$ cat src/rtl/arx_pkg.sv
package arx_pkg;
  // strobes from control to datapath
  typedef struct packed {
    logic shiftEn;   // shift a new bit in
    logic shiftBit;  // value of that bit
    logic load;      // close word: copy to buffer, clear input register
    logic lenBad;    // bit count of the closing word is wrong
  } arxStrobe_t;
endpackage

$ cat src/rtl/arx_ctrl.sv
module arx_ctrl
  import arx_pkg::*;
#(
  parameter int WORD_BITS = 32,
  parameter int GAP_TICKS = 3,
  parameter int BYTES     = WORD_BITS / 8,
  localparam int CNT_W    = $clog2(WORD_BITS + 2),
  localparam int GAP_W    = $clog2(GAP_TICKS + 1),
  localparam int SEL_W    = (BYTES > 1) ? $clog2(BYTES) : 1
)(
  input  logic             clk,
  input  logic             rstN,
  input  logic             lineOne,
  input  logic             lineZero,
  input  logic             gapClk,
  input  logic             rdStrobe,
  output arxStrobe_t       strb,
  output logic [SEL_W-1:0] byteSel,
  output logic             dataReady
);
  localparam logic [CNT_W-1:0] CNT_FULL = CNT_W'(WORD_BITS);
  localparam logic [CNT_W-1:0] CNT_MAX  = CNT_W'(WORD_BITS + 1);
  localparam logic [GAP_W-1:0] GAP_LAST = GAP_W'(GAP_TICKS - 1);
  localparam logic [GAP_W-1:0] GAP_SAT  = GAP_W'(GAP_TICKS);
  localparam logic [SEL_W-1:0] SEL_LAST = SEL_W'(BYTES - 1);

  logic orPrev, gapPrev, rdPrev;
  logic bitEvt, gapRise, rdRise, rdFall, endWord;
  logic [CNT_W-1:0] bitCnt;
  logic [GAP_W-1:0] gapCnt;

  assign bitEvt  = (lineOne | lineZero) & ~orPrev;
  assign gapRise = gapClk & ~gapPrev;
  assign rdRise  = rdStrobe & ~rdPrev;
  assign rdFall  = ~rdStrobe & rdPrev;
  assign endWord = gapRise & ~bitEvt & (gapCnt == GAP_LAST) & (bitCnt != '0);

  always_comb begin
    strb.shiftEn  = bitEvt;
    strb.shiftBit = lineOne;
    strb.load     = endWord;
    strb.lenBad   = (bitCnt != CNT_FULL);
  end

  always_ff @(posedge clk) begin
    if (!rstN) begin
      orPrev  <= 1'b0;
      gapPrev <= 1'b0;
      rdPrev  <= 1'b0;
    end else begin
      orPrev  <= lineOne | lineZero;
      gapPrev <= gapClk;
      rdPrev  <= rdStrobe;
    end
  end

  // bit counter, saturating one past a full word
  always_ff @(posedge clk) begin
    if (!rstN)                       bitCnt <= '0;
    else if (endWord)                bitCnt <= '0;
    else if (bitEvt && bitCnt != CNT_MAX) bitCnt <= bitCnt + 1'b1;
  end

  // gap counter: gap-clock edges since the last bit pulse
  always_ff @(posedge clk) begin
    if (!rstN)                       gapCnt <= '0;
    else if (bitEvt)                 gapCnt <= '0;
    else if (gapRise && gapCnt != GAP_SAT) gapCnt <= gapCnt + 1'b1;
  end

  always_ff @(posedge clk) begin
    if (!rstN)        byteSel <= '0;
    else if (endWord) byteSel <= '0;
    else if (rdFall)  byteSel <= (byteSel == SEL_LAST) ? '0 : byteSel + 1'b1;
  end

  always_ff @(posedge clk) begin
    if (!rstN)        dataReady <= 1'b0;
    else if (endWord) dataReady <= 1'b1;
    else if (rdRise)  dataReady <= 1'b0;
  end


  ready_set_chk: assert property (@(posedge clk) disable iff (!rstN)
    endWord |=> dataReady);

  ready_clear_chk: assert property (@(posedge clk) disable iff (!rstN)
    (rdRise && !endWord) |=> !dataReady);

  byte_wrap_chk: assert property (@(posedge clk) disable iff (!rstN)
    (rdFall && !endWord && byteSel == SEL_LAST) |=> (byteSel == '0));

  byte_restart_chk: assert property (@(posedge clk) disable iff (!rstN)
    endWord |=> (byteSel == '0));
endmodule

$ cat src/rtl/arx_dpath.sv
module arx_dpath
  import arx_pkg::*;
#(
  parameter int WORD_BITS = 32,
  parameter int BYTES     = WORD_BITS / 8,
  localparam int SEL_W    = (BYTES > 1) ? $clog2(BYTES) : 1
)(
  input  logic             clk,
  input  logic             rstN,
  input  arxStrobe_t       strb,
  input  logic [SEL_W-1:0] byteSel,
  input  logic             parityEn,
  input  logic             rdStrobe,
  output logic [7:0]       dataOut,
  output logic             dataOe,
  output logic             wordErr
);
  logic [WORD_BITS-1:0] shiftReg, bufWord, closed;
  logic                 parErr;
  logic [7:0]           byteArr [BYTES];

  // odd parity expected: an even count of ones is an error
  assign parErr = ~^shiftReg;

  always_comb begin
    closed = shiftReg;
    if (parityEn) closed[WORD_BITS-1] = parErr;
  end

  // newest bit enters at the top; the first bit ends at index 0
  always_ff @(posedge clk) begin
    if (!rstN)             shiftReg <= '0;
    else if (strb.load)    shiftReg <= '0;
    else if (strb.shiftEn) shiftReg <= {strb.shiftBit, shiftReg[WORD_BITS-1:1]};
  end

  always_ff @(posedge clk) begin
    if (!rstN) begin
      bufWord <= '0;
      wordErr <= 1'b0;
    end else if (strb.load) begin
      bufWord <= closed;
      wordErr <= strb.lenBad | (parityEn & parErr);
    end
  end

  for (genvar g = 0; g < BYTES; g++) begin : g_bytes
    assign byteArr[g] = bufWord[g*8 +: 8];
  end

  assign dataOut = rdStrobe ? byteArr[byteSel] : 8'h00;
  assign dataOe  = rdStrobe;


  len_err_chk: assert property (@(posedge clk) disable iff (!rstN)
    (strb.load && strb.lenBad) |=> wordErr);

  parity_off_chk: assert property (@(posedge clk) disable iff (!rstN)
    (strb.load && !parityEn) |=> (bufWord[WORD_BITS-1] == $past(shiftReg[WORD_BITS-1])));

  parity_err_chk: assert property (@(posedge clk) disable iff (!rstN)
    (strb.load && parityEn && parErr) |=> (wordErr && bufWord[WORD_BITS-1]));
endmodule

$ cat src/rtl/arinc_word_rx.sv
module arinc_word_rx
  import arx_pkg::*;
#(
  parameter int WORD_BITS = 32,
  parameter int GAP_TICKS = 3,
  localparam int BYTES    = WORD_BITS / 8,
  localparam int SEL_W    = (BYTES > 1) ? $clog2(BYTES) : 1
)(
  input  logic       clk,
  input  logic       rstN,
  input  logic       lineOne,
  input  logic       lineZero,
  input  logic       gapClk,
  input  logic       parityEn,
  input  logic       rdStrobe,
  output logic [7:0] dataOut,
  output logic       dataOe,
  output logic       dataReady,
  output logic       wordErr
);
  arxStrobe_t       strb;
  logic [SEL_W-1:0] byteSel;

  arx_ctrl #(.WORD_BITS(WORD_BITS), .GAP_TICKS(GAP_TICKS), .BYTES(BYTES)) u_ctrl (
    .clk(clk), .rstN(rstN), .lineOne(lineOne), .lineZero(lineZero),
    .gapClk(gapClk), .rdStrobe(rdStrobe), .strb(strb), .byteSel(byteSel),
    .dataReady(dataReady)
  );

  arx_dpath #(.WORD_BITS(WORD_BITS), .BYTES(BYTES)) u_dpath (
    .clk(clk), .rstN(rstN), .strb(strb), .byteSel(byteSel),
    .parityEn(parityEn), .rdStrobe(rdStrobe), .dataOut(dataOut),
    .dataOe(dataOe), .wordErr(wordErr)
  );
endmodule

$ cat config.mk
export PLATFORM = sky130hd
export DESIGN_NAME = arinc_word_rx
export DESIGN_NICKNAME = d
export VERILOG_FILES = /design/src/rtl/arx_pkg.sv /design/src/rtl/arx_ctrl.sv /design/src/rtl/arx_dpath.sv /design/src/rtl/arinc_word_rx.sv
export SDC_FILE = /design/constraint.sdc
export NUM_CORES = 1
export LEC_CHECK = 0
export BUFFER_PORTS_ARGS = -buffer_cell sky130_fd_sc_hd__buf_4
export CORE_MARGIN = 8
export CORE_UTILIZATION = 34
export DETAILED_ROUTE_END_ITERATION = 7
export PLACE_DENSITY = 0.51
export SLEW_MARGIN = 20
export SYNTH_ARGS = -nofsm -noshare
export SYNTH_HDL_FRONTEND = slang
export SYNTH_SLANG_ARGS = --single-unit
$ cat constraint.sdc
create_clock -name clk -period 2.3 [get_ports clk]
set_clock_uncertainty 0.1 [all_clocks]
set_input_delay 0.46 -clock clk [delete_from_list [all_inputs] [get_ports clk]]
set_output_delay 0.46 -clock clk [all_outputs]
set_load 0.01 [all_outputs]
-- Word level (Yosys, flattened, before mapping)
Index checks and enable logic that the tools add are counted.
W data, S select, Z words.
- flip-flop bits (word level): 79
- bits of input ports: 7
- logic and storage cells: 51
- add/subtract/negate cells: 3
- order comparisons: 1
- eq/ne operators: 5
- multiplexer cells: 8
- bitwise gates (word level): 17
- reductions and logical operators: 7
- operators with widths (cell ; count):
    $reduce_xnor A32 Y1 ; 1
    $mux W8 ; 3
    $bmux W8 S2 ; 1
    $ne A6 B6 Y1 const B ; 2
    $and A1 B1 Y1 ; 8
    $add A6 B1 Y6 const B ; 1
    $not A1 Y1 ; 6
    $reduce_bool A6 Y1 ; 1
    $add A2 B1 Y2 const B ; 2
    $eq A2 B2 Y1 const B ; 2
    $reduce_or A2 Y1 ; 2
    $ge A3 B3 Y1 const B ; 1
    $mux W1 ; 3
    $not A2 Y3 ; 1
    $logic_and A1 B1 Y1 ; 2
    $mux W2 ; 1
    $ne A2 B2 Y1 const B ; 1
    $or A1 B1 Y1 ; 2
    $reduce_bool A2 Y1 ; 1

-- Longest topological paths before layout
- word-level depth: 7
- gate-level depth with buffers: 8
- gate-level depth less buffers: 7

-- Hierarchy
Synthesis repeated with hierarchy kept, for this count alone.
- cells, all modules: 345
- area, all modules: 3644.7 um2
- by module, submodules not included (module ; times used ; cells an instance ; area each (um2)):
    arx_dpath ; 1 ; 264 ; 2874.0
    arx_ctrl ; 1 ; 81 ; 770.7

-- Worst setup path after synthesis
No wires, ideal clock.
- kind: register -> output
- from: register u_ctrl.byteSel[1]
- to: output dataOut[0]
- data arrival time: 1.256 ns
- data required time: 1.740 ns
- slack: 0.484 ns
- stages on the path, launching flop included: 4
- cells stage by stage: dfxtp_1 > buf_2 > mux4_2 > and2_1
- word-level cells in the longest chain between the ends: 5
- RTL lines (what ; RTL line ; RTL):
    start, declared ; arx_ctrl.sv:18 ; output logic [SEL_W-1:0] byteSel,
    start signal, assigned ; arx_ctrl.sv:74 ; else if (rdFall) byteSel <= (byteSel == SEL_LAST) ? '0 : byteSel + 1'b1;
    $not A2 Y3 (implied by the code) ; arx_dpath.sv:51 ; assign dataOut = rdStrobe ? byteArr[byteSel] : 8'h00;
    $bmux W8 S2 ; arx_dpath.sv:51 ;
    $mux W8 (implied by the code) (2 in a row) ; arx_dpath.sv:51 ;
    $mux W8 ; arx_dpath.sv:51 ;
    end, declared ; arinc_word_rx.sv:16 ; output logic [7:0] dataOut,
Every way passes these cells. The select of a mux whose other input is x is not followed.

-- Final worst setup path
- from: register u_ctrl.byteSel[1]
- to: output dataOut[7]
The elaborated chain is that of the path after synthesis.

==> reports/qor.txt <==
Status - completed
CP arrival - 1.66 ns
Die Y - 117.6 microns
Least-Margin Pin Slew - 0.3855 ns
Cell Pwr Density - 699.2 nW/um^2
Buffers plus inverters on the worst setup path - 2
Port Buffers - 17
EDFF count, synth - 0
Synth Flop Type - dfxtp_1
Worst-path clk slew - 0.08 ns
Cell taking the most area after synthesis - dfxtp_1
Gr usage total - 11.55%
N_diodes - 0
Synthesis-stage register bit count - 79
I/O Pins - 18
Layout Cells excl Fill - 557
1st-pass router iterations - 4
Most frequent cell after synthesis - nand2_1
Worst r2r src - u_ctrl.bitCnt[3]
Placed insts - 541
FMAX - 451.0 MHz
CP max-delay cell - mux4_2
DRC Markers - 0
Core ar. - 10180 sq um
R2R setup slack - 0.50 ns
Ys Warns - 0
CP Max Fanout - 10
Filler cell count - 1062
CP Capture Point - dataOut[7]
Netlist cell types - 33
Worst slew margin - 74.30%
Final setup viols - 0
Total gr overflow - 0
Die area - 13840 sq um
DR iter-0 viols - 195
Global placement routability congestion - 0.7644
Antenna viol nets, final - 0
Post-CTS setup buffer count - 0
CTS max path bufs - 2
First-pass GRT wire length - 13010 microns
Mapped cell area - 3512 sq um
Pin count of the biggest net entering global routing - 40
Post-cts sizing count - 0
# H-tree levels - 3
Via count - 2596
CTS Buf Count - 9
Setup TNS Final - 0 ns
Area occupied by registers - 1584 sq um
Critical path's largest stage delay - 0.51 ns
Post-synth top area share - 45.03%
Clock sinks - 79
DP Worst Slack - 0.3949 ns
Hold Slack - 0.2108 ns
Area contributors post-synth - dfxtp_1 (45%), nand2_1 (14%), xnor2_1 (7.5%), a21boi_0 (5.3%), mux4_2 (5.1%)
FP Rows - 37
CTS tree - done
Final worst setup slack - 0.08249 ns
Clock root cell - clkbuf_8
Startpoint Class - flip-flop
Max_cap viols - 0
Final hold viol count - 0
Hold_buf cts - 0
Crit. path cell count - 4
Critical path required time - 1.74 ns
Vias in the first global route - 2573
Critical Path, Cell by Cell - buf_6 -> mux4_2 -> and2_1 -> buf_4
Leading cell types by count after synthesis - nand2_1 (132), dfxtp_1 (79), a21oi_1 (35), xnor2_1 (30), a21boi_0 (25)
Tot Pwr - 2.792 mW
RSZ-0062 raised after global routing - no
Multi-input logic area - 1785 sq um
Initial antenna violation count - 0
Area Growth Syn to Fin - 13.68%
Vias/cell - 4.661
Peak VDD IR - 322.6 uV
Initial Util - 34.48%
P_leak - 1.356 nW
WL per Instance - 13.57 microns
Final WL - 7560 microns
Seq/Total Area, Yosys - 45.03%
RR Endpoint - u_dpath.bufWord[24]
Post-Syn Instances - 403
Top delay family on crit path - multiplexers
Clk_lat worst skew - 0.35 ns
Async SR Flop Fraction - 0%
Critical Path End Type - output port
DP Wirelength - 5095 microns
DIE WIDTH - 117.6 microns
Fin. max-slew vios - 0
Critical path type - flip-flop to output port
Final worst path period share - 96.41%
HP Class - input pin to flip-flop
Reg2Reg Depth - 6
Layout Nets - 429
Syn Area/Cell - 8.715 sq um
Syn nets - 416
CP Launch Point - u_ctrl.byteSel[1]
Share of cells above drive strength 1 - 12.83%
Fin crit period - 2.218 ns
metrics by stage:
| step | util, % | cell area [sq um] |
|---|---|---|
| finish | 39.20 | 3993 |
| CTS | 39.14 | 3986 |
| global placement | 36.79 | 3747 |
| floorplan | - | 3512 |
| detailed placement | 36.79 | 3747 |
| global route | 39.20 | 3993 |
cells by family after synthesis:
| kind of cell | share of synthesized area, % |
|---|---|
| simple gates | 19.67 |
| xor+xnor | 9.227 |
| compound gates | 14.39 |
| flops | 45.03 |
| fa+ha+maj | 2.137 |
| buf+inv | 4.132 |
| mux | 5.415 |
worst min path at each step:
stage	cells past startpoint	startpoint	endpoint
floorplan	2	u_dpath.bufWord[25]	u_dpath.bufWord[25]
global placement	2	u_dpath.bufWord[19]	u_dpath.bufWord[19]
detailed placement	2	u_dpath.bufWord[19]	u_dpath.bufWord[19]
CTS	2	parityEn	u_dpath.bufWord[31]
global route	2	gapClk	u_ctrl.gapPrev
finish	2	parityEn	u_dpath.bufWord[31]
cell usage in the layout (no fill, tap or decap):
cell type / instances
a211oi_1: 1
a21boi_1: 7
mux4_2: 8
and3_2: 1
clkbuf_8: 10
o21bai_4: 1
a31oi_1: 2
buf_6: 1
nand2_1: 132
bufinv_16: 3
inv_1: 4
or3_1: 1
ha_1: 6
buf_4: 25
o21ai_0: 1
mux2i_1: 1
o221ai_1: 1
nor2b_1: 4
xor2_1: 7
o31ai_4: 1
nand4_1: 3
a21boi_0: 25
nor2_2: 1
xnor2_1: 30
clkbuf_1: 3
and2_1: 10
nor3_1: 1
o31a_1: 1
a21oi_1: 35
o211ai_1: 1
nor2_1: 13
or2_2: 1
dfxtp_1: 77
dfxtp_2: 2
and4_1: 1
flip-flops by register name, indices dropped and copies added, names as in the netlist:
name	flops
u_ctrl.dataReady	1
u_ctrl.bitCnt	6
u_ctrl.gapPrev	1
u_ctrl.rdPrev	1
u_ctrl.orPrev	1
u_dpath.wordErr	1
u_dpath.shiftReg	32
u_ctrl.byteSel	2
u_ctrl.gapCnt	2
u_dpath.bufWord	32
worst reg2reg max path: cells and delay by family (launching register included):
| family | cells | cell delay [ns] |
|---|---|---|
| flip-flops | 1 | 0.34 |
| buffers and inverters | 1 | 0.37 |
| AND/OR/NAND/NOR | 3 | 0.47 |
| AO/OA/AOI/OAI | 2 | 0.42 |
where the power goes:
| group | leakage, nW | internal (mW) | total [mW] | switching [mW] |
|---|---|---|---|---|
| Clock | 0.118 | 0.753 | 1.25 | 0.494 |
| Combinational | 0.599 | 0.0551 | 0.150 | 0.0948 |
| Sequential | 0.639 | 1.38 | 1.39 | 0.0147 |
cell type report:
type,instances,share of cell area [%]
Clock buffer,13,3.729
Clock inverter,3,2.256
Inverter,4,0.3761
Multi-Input combinational cell,296,44.72
Sequential cell,79,39.67
Tap cell,136,4.262
Timing Repair Buffer,26,4.983
layer usage:
metal	GRT usage, %	up-vias	wire length [microns]
met3	2.110	10	174
met1	15.08	1208	3830
met5	0	-	0
met4	5.765	0	165
met2	17.93	31	3390
li1	-	1347	-
Note: power is estimated with default switching activity, not from simulation.
